## src/rtl/vcp_pkg.sv

```systemverilog
package vcp_pkg;

    // bit 1 = packet start, bit 0 = packet end
    typedef enum logic [1:0] {
        FT_BODY   = 2'b00,
        FT_TAIL   = 2'b01,
        FT_HEAD   = 2'b10,
        FT_SINGLE = 2'b11
    } flit_kind_t;

    typedef enum logic [1:0] {
        I_FREE  = 2'b00,
        I_OPEN  = 2'b01,
        I_DRAIN = 2'b10
    } arr_state_t;

    typedef enum logic {
        O_WAIT    = 1'b0,
        O_GRANTED = 1'b1
    } dep_state_t;

endpackage

```

## src/rtl/vcp_flit_mem.sv

```systemverilog
module vcp_flit_mem #(
    parameter int NUM_VC = 4,
    parameter int DEPTH  = 4,
    parameter int DATA_W = 16,
    localparam int WORDS  = NUM_VC * DEPTH,
    localparam int ADDR_W = $clog2(WORDS)
) (
    input  logic              clk,
    input  logic              wr_en,
    input  logic [ADDR_W-1:0] wr_addr,
    input  logic [DATA_W-1:0] wr_data,
    input  logic [ADDR_W-1:0] rd_addr,
    output logic [DATA_W-1:0] rd_data
);

    logic [DATA_W-1:0] store [WORDS];

    always_ff @(posedge clk) begin
        if (wr_en) begin
            store[wr_addr] <= wr_data;
        end
    end

    assign rd_data = store[rd_addr];

endmodule

```

## src/rtl/vcp_vc_ctl.sv

```systemverilog
module vcp_vc_ctl
    import vcp_pkg::*;
#(
    parameter int DEPTH  = 4,
    parameter int ATOMIC = 1,
    localparam int PTR_W = $clog2(DEPTH),
    localparam int CNT_W = $clog2(DEPTH + 1)
) (
    input  logic             clk,
    input  logic             rst_n,
    input  logic             wr,
    input  flit_kind_t       wr_kind,
    input  logic             rd,
    input  logic             gnt,
    output logic             wr_ok,
    output logic [PTR_W-1:0] wptr,
    output logic [PTR_W-1:0] rptr,
    output flit_kind_t       front_kind,
    output logic             req,
    output logic             ready,
    output logic             free,
    output logic             credit
);

    flit_kind_t       kind_q [DEPTH];
    logic [CNT_W-1:0] cnt, cnt_nx;
    logic [CNT_W-1:0] tails_held;
    arr_state_t       ast, ast_nx;
    dep_state_t       dst, dst_nx;
    logic             in_start, in_end, fr_start, fr_end, nonempty;

    assign wr_ok    = wr && (cnt != CNT_W'(DEPTH));
    assign in_start = wr_kind[1];
    assign in_end   = wr_kind[0];
    assign fr_start = front_kind[1];
    assign fr_end   = front_kind[0];
    assign nonempty = (cnt != '0);
    assign front_kind = kind_q[rptr];

    // occupancy
    always_comb begin
        cnt_nx = cnt;
        if (wr_ok && !rd) begin
            cnt_nx = cnt + CNT_W'(1);
        end else if (!wr_ok && rd) begin
            cnt_nx = cnt - CNT_W'(1);
        end
    end

    // pointers, kinds, counters, credit
    always_ff @(posedge clk) begin
        if (!rst_n) begin
            wptr       <= '0;
            rptr       <= '0;
            cnt        <= '0;
            tails_held <= '0;
            credit     <= 1'b0;
        end else begin
            if (wr_ok) begin
                wptr <= wptr + PTR_W'(1);
            end
            if (rd) begin
                rptr <= rptr + PTR_W'(1);
            end
            cnt        <= cnt_nx;
            tails_held <= tails_held + CNT_W'(wr_ok && in_end) - CNT_W'(rd && fr_end);
            credit     <= rd;
        end
    end

    always_ff @(posedge clk) begin
        if (wr_ok) begin
            kind_q[wptr] <= wr_kind;
        end
    end

    // state register
    always_ff @(posedge clk) begin
        if (!rst_n) begin
            ast <= I_FREE;
            dst <= O_WAIT;
        end else begin
            ast <= ast_nx;
            dst <= dst_nx;
        end
    end

    // next state: arrival side
    always_comb begin
        ast_nx = ast;
        unique case (ast)
            I_FREE: begin
                if (wr_ok && in_start) begin
                    if (in_end) begin
                        ast_nx = (ATOMIC != 0) ? I_DRAIN : I_FREE;
                    end else begin
                        ast_nx = I_OPEN;
                    end
                end
            end
            I_OPEN: begin
                if (wr_ok && in_end) begin
                    ast_nx = (ATOMIC != 0) ? I_DRAIN : I_FREE;
                end
            end
            I_DRAIN: begin
                if (cnt_nx == '0) begin
                    ast_nx = I_FREE;
                end
            end
            default: ast_nx = I_FREE;
        endcase
    end

    // next state: departure side
    always_comb begin
        dst_nx = dst;
        unique case (dst)
            O_WAIT: begin
                if (gnt && req) begin
                    dst_nx = O_GRANTED;
                end
            end
            O_GRANTED: begin
                if (rd && fr_end) begin
                    dst_nx = O_WAIT;
                end
            end
            default: dst_nx = O_WAIT;
        endcase
    end

    // outputs
    always_comb begin
        req   = (dst == O_WAIT) && nonempty && fr_start;
        ready = (dst == O_GRANTED) && nonempty;
        free  = (ast == I_FREE);
    end

    p_no_overflow_r3: assert property (@(posedge clk) disable iff (!rst_n)
        wr |-> (cnt != CNT_W'(DEPTH)));

    p_pop_ready_r5: assert property (@(posedge clk) disable iff (!rst_n)
        rd |-> (dst == O_GRANTED && cnt != '0));

    p_req_hold_r4: assert property (@(posedge clk) disable iff (!rst_n)
        (req && !gnt) |=> req);

    p_count_r10: assert property (@(posedge clk) disable iff (!rst_n)
        (rd && !wr_ok) |=> (cnt == $past(cnt) - CNT_W'(1)));

    p_tails_r9: assert property (@(posedge clk) disable iff (!rst_n)
        tails_held <= cnt);

    p_atomic_empty_r7: assert property (@(posedge clk) disable iff (!rst_n)
        (ATOMIC != 0 && ast == I_FREE) |-> (cnt == '0));

    p_early_free_r8: assert property (@(posedge clk) disable iff (!rst_n)
        (ATOMIC == 0 && wr_ok && in_end) |=> (ast == I_FREE));

endmodule

```

## src/rtl/vc_input_port.sv

```systemverilog
module vc_input_port
    import vcp_pkg::*;
#(
    parameter int NUM_VC = 4,
    parameter int DEPTH  = 4,
    parameter int DATA_W = 16,
    parameter int ATOMIC = 1,
    localparam int VC_W   = $clog2(NUM_VC),
    localparam int PTR_W  = $clog2(DEPTH),
    localparam int ADDR_W = VC_W + PTR_W
) (
    input  logic              clk,
    input  logic              rst_n,
    input  logic              in_valid,
    input  logic [VC_W-1:0]   in_vc,
    input  logic [1:0]        in_type,
    input  logic [DATA_W-1:0] in_data,
    input  logic [NUM_VC-1:0] alloc_gnt,
    input  logic              pop,
    input  logic [VC_W-1:0]   sel_vc,
    output logic [NUM_VC-1:0] alloc_req,
    output logic [NUM_VC-1:0] flit_ready,
    output logic [1:0]        front_type,
    output logic [DATA_W-1:0] front_data,
    output logic [NUM_VC-1:0] vc_free,
    output logic [NUM_VC-1:0] credit_out
);

    logic [PTR_W-1:0] wptr_v [NUM_VC];
    logic [PTR_W-1:0] rptr_v [NUM_VC];
    flit_kind_t       kind_v [NUM_VC];
    logic [NUM_VC-1:0] wr_ok_v;
    flit_kind_t       in_kind;

    assign in_kind = flit_kind_t'(in_type);

    for (genvar v = 0; v < NUM_VC; v++) begin : g_vc
        vcp_vc_ctl #(
            .DEPTH  (DEPTH),
            .ATOMIC (ATOMIC)
        ) u_ctl (
            .clk        (clk),
            .rst_n      (rst_n),
            .wr         (in_valid && (in_vc == VC_W'(v))),
            .wr_kind    (in_kind),
            .rd         (pop && (sel_vc == VC_W'(v))),
            .gnt        (alloc_gnt[v]),
            .wr_ok      (wr_ok_v[v]),
            .wptr       (wptr_v[v]),
            .rptr       (rptr_v[v]),
            .front_kind (kind_v[v]),
            .req        (alloc_req[v]),
            .ready      (flit_ready[v]),
            .free       (vc_free[v]),
            .credit     (credit_out[v])
        );
    end

    vcp_flit_mem #(
        .NUM_VC (NUM_VC),
        .DEPTH  (DEPTH),
        .DATA_W (DATA_W)
    ) u_mem (
        .clk     (clk),
        .wr_en   (|wr_ok_v),
        .wr_addr ({in_vc, wptr_v[in_vc]}),
        .wr_data (in_data),
        .rd_addr ({sel_vc, rptr_v[sel_vc]}),
        .rd_data (front_data)
    );

    assign front_type = kind_v[sel_vc];

    p_gnt_onehot_r5: assert property (@(posedge clk) disable iff (!rst_n)
        $onehot0(alloc_gnt));

    p_credit_once_r6: assert property (@(posedge clk) disable iff (!rst_n)
        $countones(credit_out) <= 1);

endmodule

```

## config.mk

```make
export PLATFORM = sky130hd
export DESIGN_NAME = vc_input_port
export DESIGN_NICKNAME = d
export VERILOG_FILES = /design/src/rtl/vcp_pkg.sv /design/src/rtl/vcp_flit_mem.sv /design/src/rtl/vcp_vc_ctl.sv /design/src/rtl/vc_input_port.sv
export SDC_FILE = /design/constraint.sdc
export NUM_CORES = 1
export LEC_CHECK = 0
export CAP_MARGIN = 20
export CELL_PAD_IN_SITES_DETAIL_PLACEMENT = 2
export CELL_PAD_IN_SITES_GLOBAL_PLACEMENT = 2
export CORE_ASPECT_RATIO = 1.25
export CORE_MARGIN = 4
export CORE_UTILIZATION = 49
export DETAILED_ROUTE_END_ITERATION = 10
export PLACE_DENSITY = 0.86
export SYNTH_ARGS = -nofsm -noshare
export SYNTH_HDL_FRONTEND = slang
export SYNTH_HIERARCHICAL = 1
export SYNTH_SLANG_ARGS = --single-unit
```

## constraint.sdc

```tcl
create_clock -name clk -period 8.65 [get_ports clk]
set_clock_uncertainty 0.2 [all_clocks]
set_input_delay 2.1625 -clock clk [delete_from_list [all_inputs] [get_ports clk]]
set_output_delay 2.1625 -clock clk [all_outputs]
set_load 0.01 [all_outputs]
```

==> results of run 1 <==
[synthesized netlist by cell type (5+ instances only)]
cell type and number:
buf_4 5, nor2_1 49, nand3b_1 6, inv_1 17
o211ai_1 9, a21oi_1 11, clkbuf_1 9, dfxtp_1 52
a22oi_1 35, mux4_2 65, buf_6 6, buf_2 8
nor2b_1 14, mux4_1 13, nor3b_1 5, nor3_1 8
xor2_1 6, ha_1 28, xnor2_1 14, edfxtp_1 288
nand2_1 37, and2_1 29
[per-stage QoR]
stage                     util (%)  setup WS (ps)  hold slack [ps]  instances
after global placement        54.2            923              262       1201
final                         58.3            618              306       1266
after detailed placement      54.2            715              289       1201
after global routing          58.3            532              367       1265
after floorplan                  -           2490              247        794
after CTS                     58.2            608              310       1263
[final timing paths]
kind                                      startpoint                    to  slack, ps
worst max-delay path                       sel_vc[1]        front_data[13]        620
worst min-delay path            g_vc[2].u_ctl/ast[1]  g_vc[2].u_ctl/ast[0]        310
worst max register to register  g_vc[3].u_ctl/cnt[0]    u_mem/store[1][13]       4730
worst min register to register  g_vc[2].u_ctl/ast[1]  g_vc[2].u_ctl/ast[0]        310
[cell type report]
| type | instances | area, um2 | share of cell area, % |
|---|---|---|---|
| inverter | 21 | 78.8 | 0.485 |
| timing repair buffer | 91 | 870 | 5.35 |
| sequential | 340 | 9690 | 59.6 |
| clock buffer | 45 | 956 | 5.88 |
| clock inverter | 17 | 155 | 0.954 |
| antenna | 1 | 2.50 | 0.0154 |
| tap | 350 | 438 | 2.69 |
| multi-input combinational | 401 | 4080 | 25.1 |
[worst register-to-register path, cell delays in order (launching register included)]
cell	delay (ps)
dfxtp_1	460
inv_2	110
ha_1	310
a21boi_2	700
or4_1	350
or3b_2	550
nor2_1	570
buf_4	360
[power groups by stage]
| stage | sequential (mW) | clock, mW | combinational [mW] |
|---|---|---|---|
| floorplan | 1.85 | 0 | 0.165 |
| global placement | 1.86 | 0 | 0.263 |
| detailed placement | 1.86 | 0 | 0.290 |
| CTS | 1.83 | 1.54 | 0.300 |
| global route | 1.83 | 1.61 | 0.319 |
| finish | 1.83 | 1.51 | 0.299 |
[state kept, by name, summed over array words and instances, names as in the netlist, named ones only]
signal and flops:
g_vc.u_ctl/credit 4, g_vc.u_ctl/wptr 8, g_vc.u_ctl/ast 8, g_vc.u_ctl/kind_q 32, g_vc.u_ctl/cnt 12, u_mem/store 256, g_vc.u_ctl/rptr 8, g_vc.u_ctl/dst 4
[routing by layer]
layer | vias up | global-route usage [%] | share of wire, %
met5 | - | 0 | 0.030
met4 | 2 | 9.84 | 3.5
met3 | 87 | 3.61 | 4.8
met2 | 323 | 52.1 | 55
met1 | 4272 | 32.7 | 37
li1 | 3349 | - | -
[kinds of logic after synthesis]
| kind of cell | Yosys count | share of synthesized area, % |
|---|---|---|
| muxes | 82 | 13.2 |
| DFF | 340 | 69.1 |
| xor gates and xnor gates | 20 | 1.25 |
| AOI/OAI and AO/OA | 90 | 4.95 |
| buffers and inverters | 53 | 1.95 |
| adders and majority gates | 28 | 2.50 |
| and+or+nand+nor | 181 | 7.04 |
==> results.py, run 1 <==
metrics = {
    "critical_path": {
        "cp.required_ps": 6290,
        "crit_fanout": 22,
        "path_depth": 7,
        "path_cells": "clkdlybuf4s50_1 > mux4_4 > buf_4 > mux4_2 > a22oi_1 > nand2_1 > clkdlybuf4s50_1",
        "cp-start-kind": "input pin",
        "rr_worst_depth": 7,
        "cpMostUsedCell": "clkdlybuf4s50_1",
        "crit_type": "input pin to primary output",
        "cp_num_buf_inv": 3,
        "worst_path_max_delay_cell": "clkdlybuf4s50_1",
        "crit_path_end_kind": "primary output",
        "slowest_delay_ps": 820,
        "crit_arrival_ps": 5670,
        "crit_family": "buffers and inverters",
    },
    "place": {
        "gp_congestion": 0.775,
        "port_buffers": 63,
        "place_area_mm2": 0.0151,
        "post-dp-hpwl_um": 25700,
    },
    "clock_tree": {
        "clock_latency_ps": 520,
        "cts_sinks": 340,
        "cts.clk_slew.worst_paths_ps": 60,
        "cts-root-buf": "clkbuf_16",
        "ctsHoldBuffers": 0,
        "cts_resized": 0,
        "h-tree-depth": 2,
        "cts_tree": "built",
        "clock_path_buffers": 3,
        "cts_made_buffers": 35,
        "postCtsSetupRepairBufs": 0,
    },
    "cells_and_area": {
        "finish.instance_area_mm2": 0.0163,
        "syn2layout_area_growth_pct": 16.1,
        "fin_nets": 948,
        "fill_cells": 2311,
        "mostFrequentLayoutCell": "edfxtp_1",
        "layout_common_cells": "edfxtp_1, mux4_2, clkdlybuf4s50_1",
        "drive_above_1_share_pct": 17.7,
    },
    "synth": {
        "syn-mean-instance-area_um2": 17.6,
        "syn_inst": 794,
        "syn-cell-area_mm2": 0.0140,
        "post_synth_num_cell_types": 62,
        "yosysTopAreaCell": "edfxtp_1",
        "yosysSeqAreaShare_pct": 69.1,
        "ys.flop_type": "edfxtp_1",
        "synth.net_count": 852,
        "yosys-top-cells-area": "edfxtp_1, mux4_2, dfxtp_1",
        "ys_ff_latch": 340,
        "synthArstFlopShare_pct": 0,
        "yosys_warnings": 6,
        "synth-edff-count": 288,
        "synth_top_area_share_pct": 61.7,
    },
    "power": {
        "power.total_mw": 3.64,
        "seq_power_share_pct": 50.3,
        "switchingPower_mw": 0.831,
        "p_clk_share_pct": 41.5,
        "swShare_pct": 22.9,
        "ir_worst_vdd_uv": 142,
        "power.density_mw_per_mm2": 224,
        "leakagePower_nw": 5.36,
        "pwr-share-comb_pct": 8.2,
        "internal_power_mw": 2.81,
    },
    "floorplanning": {
        "design.die.area_mm2": 0.0314,
        "io_pins": 64,
        "die_y_um": 197,
        "num_rows": 68,
        "die_w_um": 159,
        "start_util_pct": 50.2,
        "core_mm2": 0.0279,
    },
    "timing": {
        "final.setup.tns_ps": 0,
        "finalCritPeriodShare_pct": 92.9,
        "slew_headroom_pct": 22.2,
        "min_period_ps": 8030,
        "fmax_mhz": 125,
        "tightest_slew_ps": 1170,
        "final_hold_viol_count": 0,
        "rsz0062_at_grt": "false",
        "final_max_slew_viol_count": 0,
        "finalSetupViolCount": 0,
    },
    "global_route": {
        "grt_pass1_wl_um": 63400,
        "grt_start_max_net_pins": 37,
        "gr-usage-all-layers_pct": 27.7,
        "overflow": 0,
        "grt_pass1_vias": 9102,
        "antenna_found_initial": 3,
    },
    "routing": {
        "vias": 8033,
        "avgViaCountPerCell": 6.35,
        "first_pass_iters": 5,
        "antenna_left": 0,
        "wl_um": 43300,
        "first_iter_violations": 725,
        "drcViolationCount": 0,
        "routedWlPerCell_um": 34.2,
    },
    "min_path": {
        "hp-class": "register to register",
        "whs_path_depth": 1,
    },
    "outcome": {
        "outcome": "complete, no violations",
    },
    "run": {
        "cap_violations": 0,
    },
}
Power figures use the tool's default switching activity.
==> run 2, diff against run 1 <==
Settings changed: MAX_ROUTING_LAYER set to met4.
==> run 2 against run 1 <==
  * Non-clock buffer count rose by 1
  * Final area up 0.17%
  * Maximum frequency decreased by 0.76%
  * Critical endpoint unchanged
  * Combinational power up 1%
  * Critical path type unchanged
  * Highest routed layer is now met4
==> results.py, run 2 (synthesized netlist as in run 1, its figures left out) <==
metrics = {
    "floorplanning": {
        "die_w_um": 159,
        "core_mm2": 0.0279,
        "num_rows": 68,
        "design.die.area_mm2": 0.0314,
        "start_util_pct": 50.2,
        "io_pins": 64,
        "die_y_um": 197,
    },
    "global_route": {
        "grt_pass1_vias": 9079,
        "grt_pass1_wl_um": 63400,
        "grt_start_max_net_pins": 37,
        "overflow": 0,
        "gr-usage-all-layers_pct": 28.6,
        "antenna_found_initial": 3,
    },
    "clock_tree": {
        "cts_sinks": 340,
        "h-tree-depth": 2,
        "cts_tree": "built",
        "cts_resized": 0,
        "cts.clk_slew.worst_paths_ps": 60,
        "ctsHoldBuffers": 0,
        "cts_made_buffers": 35,
        "postCtsSetupRepairBufs": 0,
        "clock_path_buffers": 3,
        "cts-root-buf": "clkbuf_16",
        "clock_latency_ps": 520,
    },
    "timing": {
        "holdWs_ps": 309,
        "final_hold_viol_count": 0,
        "min_period_ps": 8090,
        "tightest_slew_ps": 1210,
        "slew_headroom_pct": 19.6,
        "finalCritPeriodShare_pct": 93.6,
        "final.setup.tns_ps": 0,
        "finalSetupViolCount": 0,
        "rsz0062_at_grt": "false",
        "final_max_slew_viol_count": 0,
        "fmax_mhz": 124,
    },
    "run": {
        "cap_violations": 0,
    },
    "critical_path": {
        "path_cells": "clkdlybuf4s50_1 > mux4_4 > buf_4 > mux4_2 > a22oi_1 > nand2_1 > clkdlybuf4s50_1",
        "cpMostUsedCell": "clkdlybuf4s50_1",
        "slowest_delay_ps": 840,
        "crit_type": "input pin to primary output",
        "cp.required_ps": 6290,
        "worst_path_max_delay_cell": "clkdlybuf4s50_1",
        "crit_fanout": 22,
        "crit_arrival_ps": 5730,
        "crit_path_end_kind": "primary output",
        "cp-start-kind": "input pin",
    },
    "cells_and_area": {
        "multi_input_area_mm2": 0.00408,
        "mostFrequentLayoutCell": "edfxtp_1",
        "regArea_mm2": 0.00969,
        "syn2layout_area_growth_pct": 16.3,
        "top_register": "u_mem/store",
        "layout_common_cells": "edfxtp_1, mux4_2, clkdlybuf4s50_1",
        "fin_nets": 949,
        "drive_above_1_share_pct": 17.8,
        "fill_cells": 2311,
        "largestRegisters": "u_mem/store (256), g_vc.u_ctl/kind_q (32), g_vc.u_ctl/cnt (12)",
        "finish.instance_area_mm2": 0.0163,
        "largest_reg_flops": 256,
    },
    "place": {
        "place_area_mm2": 0.0151,
        "port_buffers": 63,
        "post-dp-hpwl_um": 25700,
        "gp_congestion": 0.786,
    },
    "min_path": {
        "hp-class": "register to register",
    },
    "power": {
        "internal_power_mw": 2.81,
        "leakagePower_nw": 5.38,
        "seq_power_share_pct": 50.0,
        "power.density_mw_per_mm2": 224,
        "pwr-share-comb_pct": 8.3,
        "swShare_pct": 23.2,
        "switchingPower_mw": 0.847,
        "ir_worst_vdd_uv": 143,
        "p_clk_share_pct": 41.7,
    },
    "routing": {
        "avgViaCountPerCell": 6.42,
        "vias": 8143,
        "first_iter_violations": 910,
        "first_pass_iters": 5,
        "wl_um": 44800,
        "antenna_left": 0,
        "drcViolationCount": 0,
        "routedWlPerCell_um": 35.3,
    },
    "outcome": {
        "outcome": "complete, no violations",
    },
}
run 2: path summary, 6_finish.rpt:
kind / depth (start not counted) / start / to / slack, ps
hold reg to reg: 1 / g_vc[2].u_ctl/ast[1] / g_vc[2].u_ctl/ast[0] / 310
setup / recovery: 7 / sel_vc[1] / front_data[13] / 560
hold / removal: 1 / g_vc[2].u_ctl/ast[1] / g_vc[2].u_ctl/ast[0] / 310
setup reg to reg: 7 / g_vc[3].u_ctl/cnt[0] / u_mem/store[1][14] / 4770
run 2: metal layers:
metal / wire (um) / share of wire (%) / GRT usage [%] / vias up
met3: 2200 / 4.9 / 3.57 / 93
met5: 0 / 0 / - / -
li1: - / - / - / 3345
met2: 24600 / 55 / 52.1 / 363
met4: 1590 / 3.5 / 9.84 / 0
met1: 16400 / 37 / 32.8 / 4342
run 2: layout make-up:
class	count	share of cell area (%)
Inverter	21	0.484
Timing Repair Buffer	92	5.49
Sequential cell	340	59.5
Tap cell	350	2.69
Clock inverter	17	0.952
Antenna cell	2	0.0307
Multi-Input combinational cell	401	25.0
Clock buffer	45	5.87
run 2: worst max-delay path, delay by kind of cell:
family | cells | cell delay [ps]
simple gates | 1 | 130
compound gates | 1 | 310
buf+inv | 3 | 1790
mux | 2 | 1320
run 2: stage by stage:
| step | setup slack (ps) | util, % | power [mW] | cells |
|---|---|---|---|---|
| 3_3_place_gp | 923 | 54.2 | 2.12 | 1201 |
| 6_report | 557 | 58.4 | 3.65 | 1268 |
| 4_1_cts | 608 | 58.2 | 3.67 | 1263 |
| 3_5_place_dp | 715 | 54.2 | 2.15 | 1201 |
| 5_1_grt | 434 | 58.4 | 3.77 | 1268 |
| 2_1_floorplan | 2490 | - | 2.02 | 794 |
run 2: power groups by stage:
stage | logic, mW | registers [mW] | clock network [mW]
after global routing | 0.322 | 1.83 | 1.62
final | 0.303 | 1.83 | 1.52
after global placement | 0.263 | 1.86 | 0
after CTS | 0.300 | 1.83 | 1.54
after floorplan | 0.165 | 1.85 | 0
after detailed placement | 0.290 | 1.86 | 0
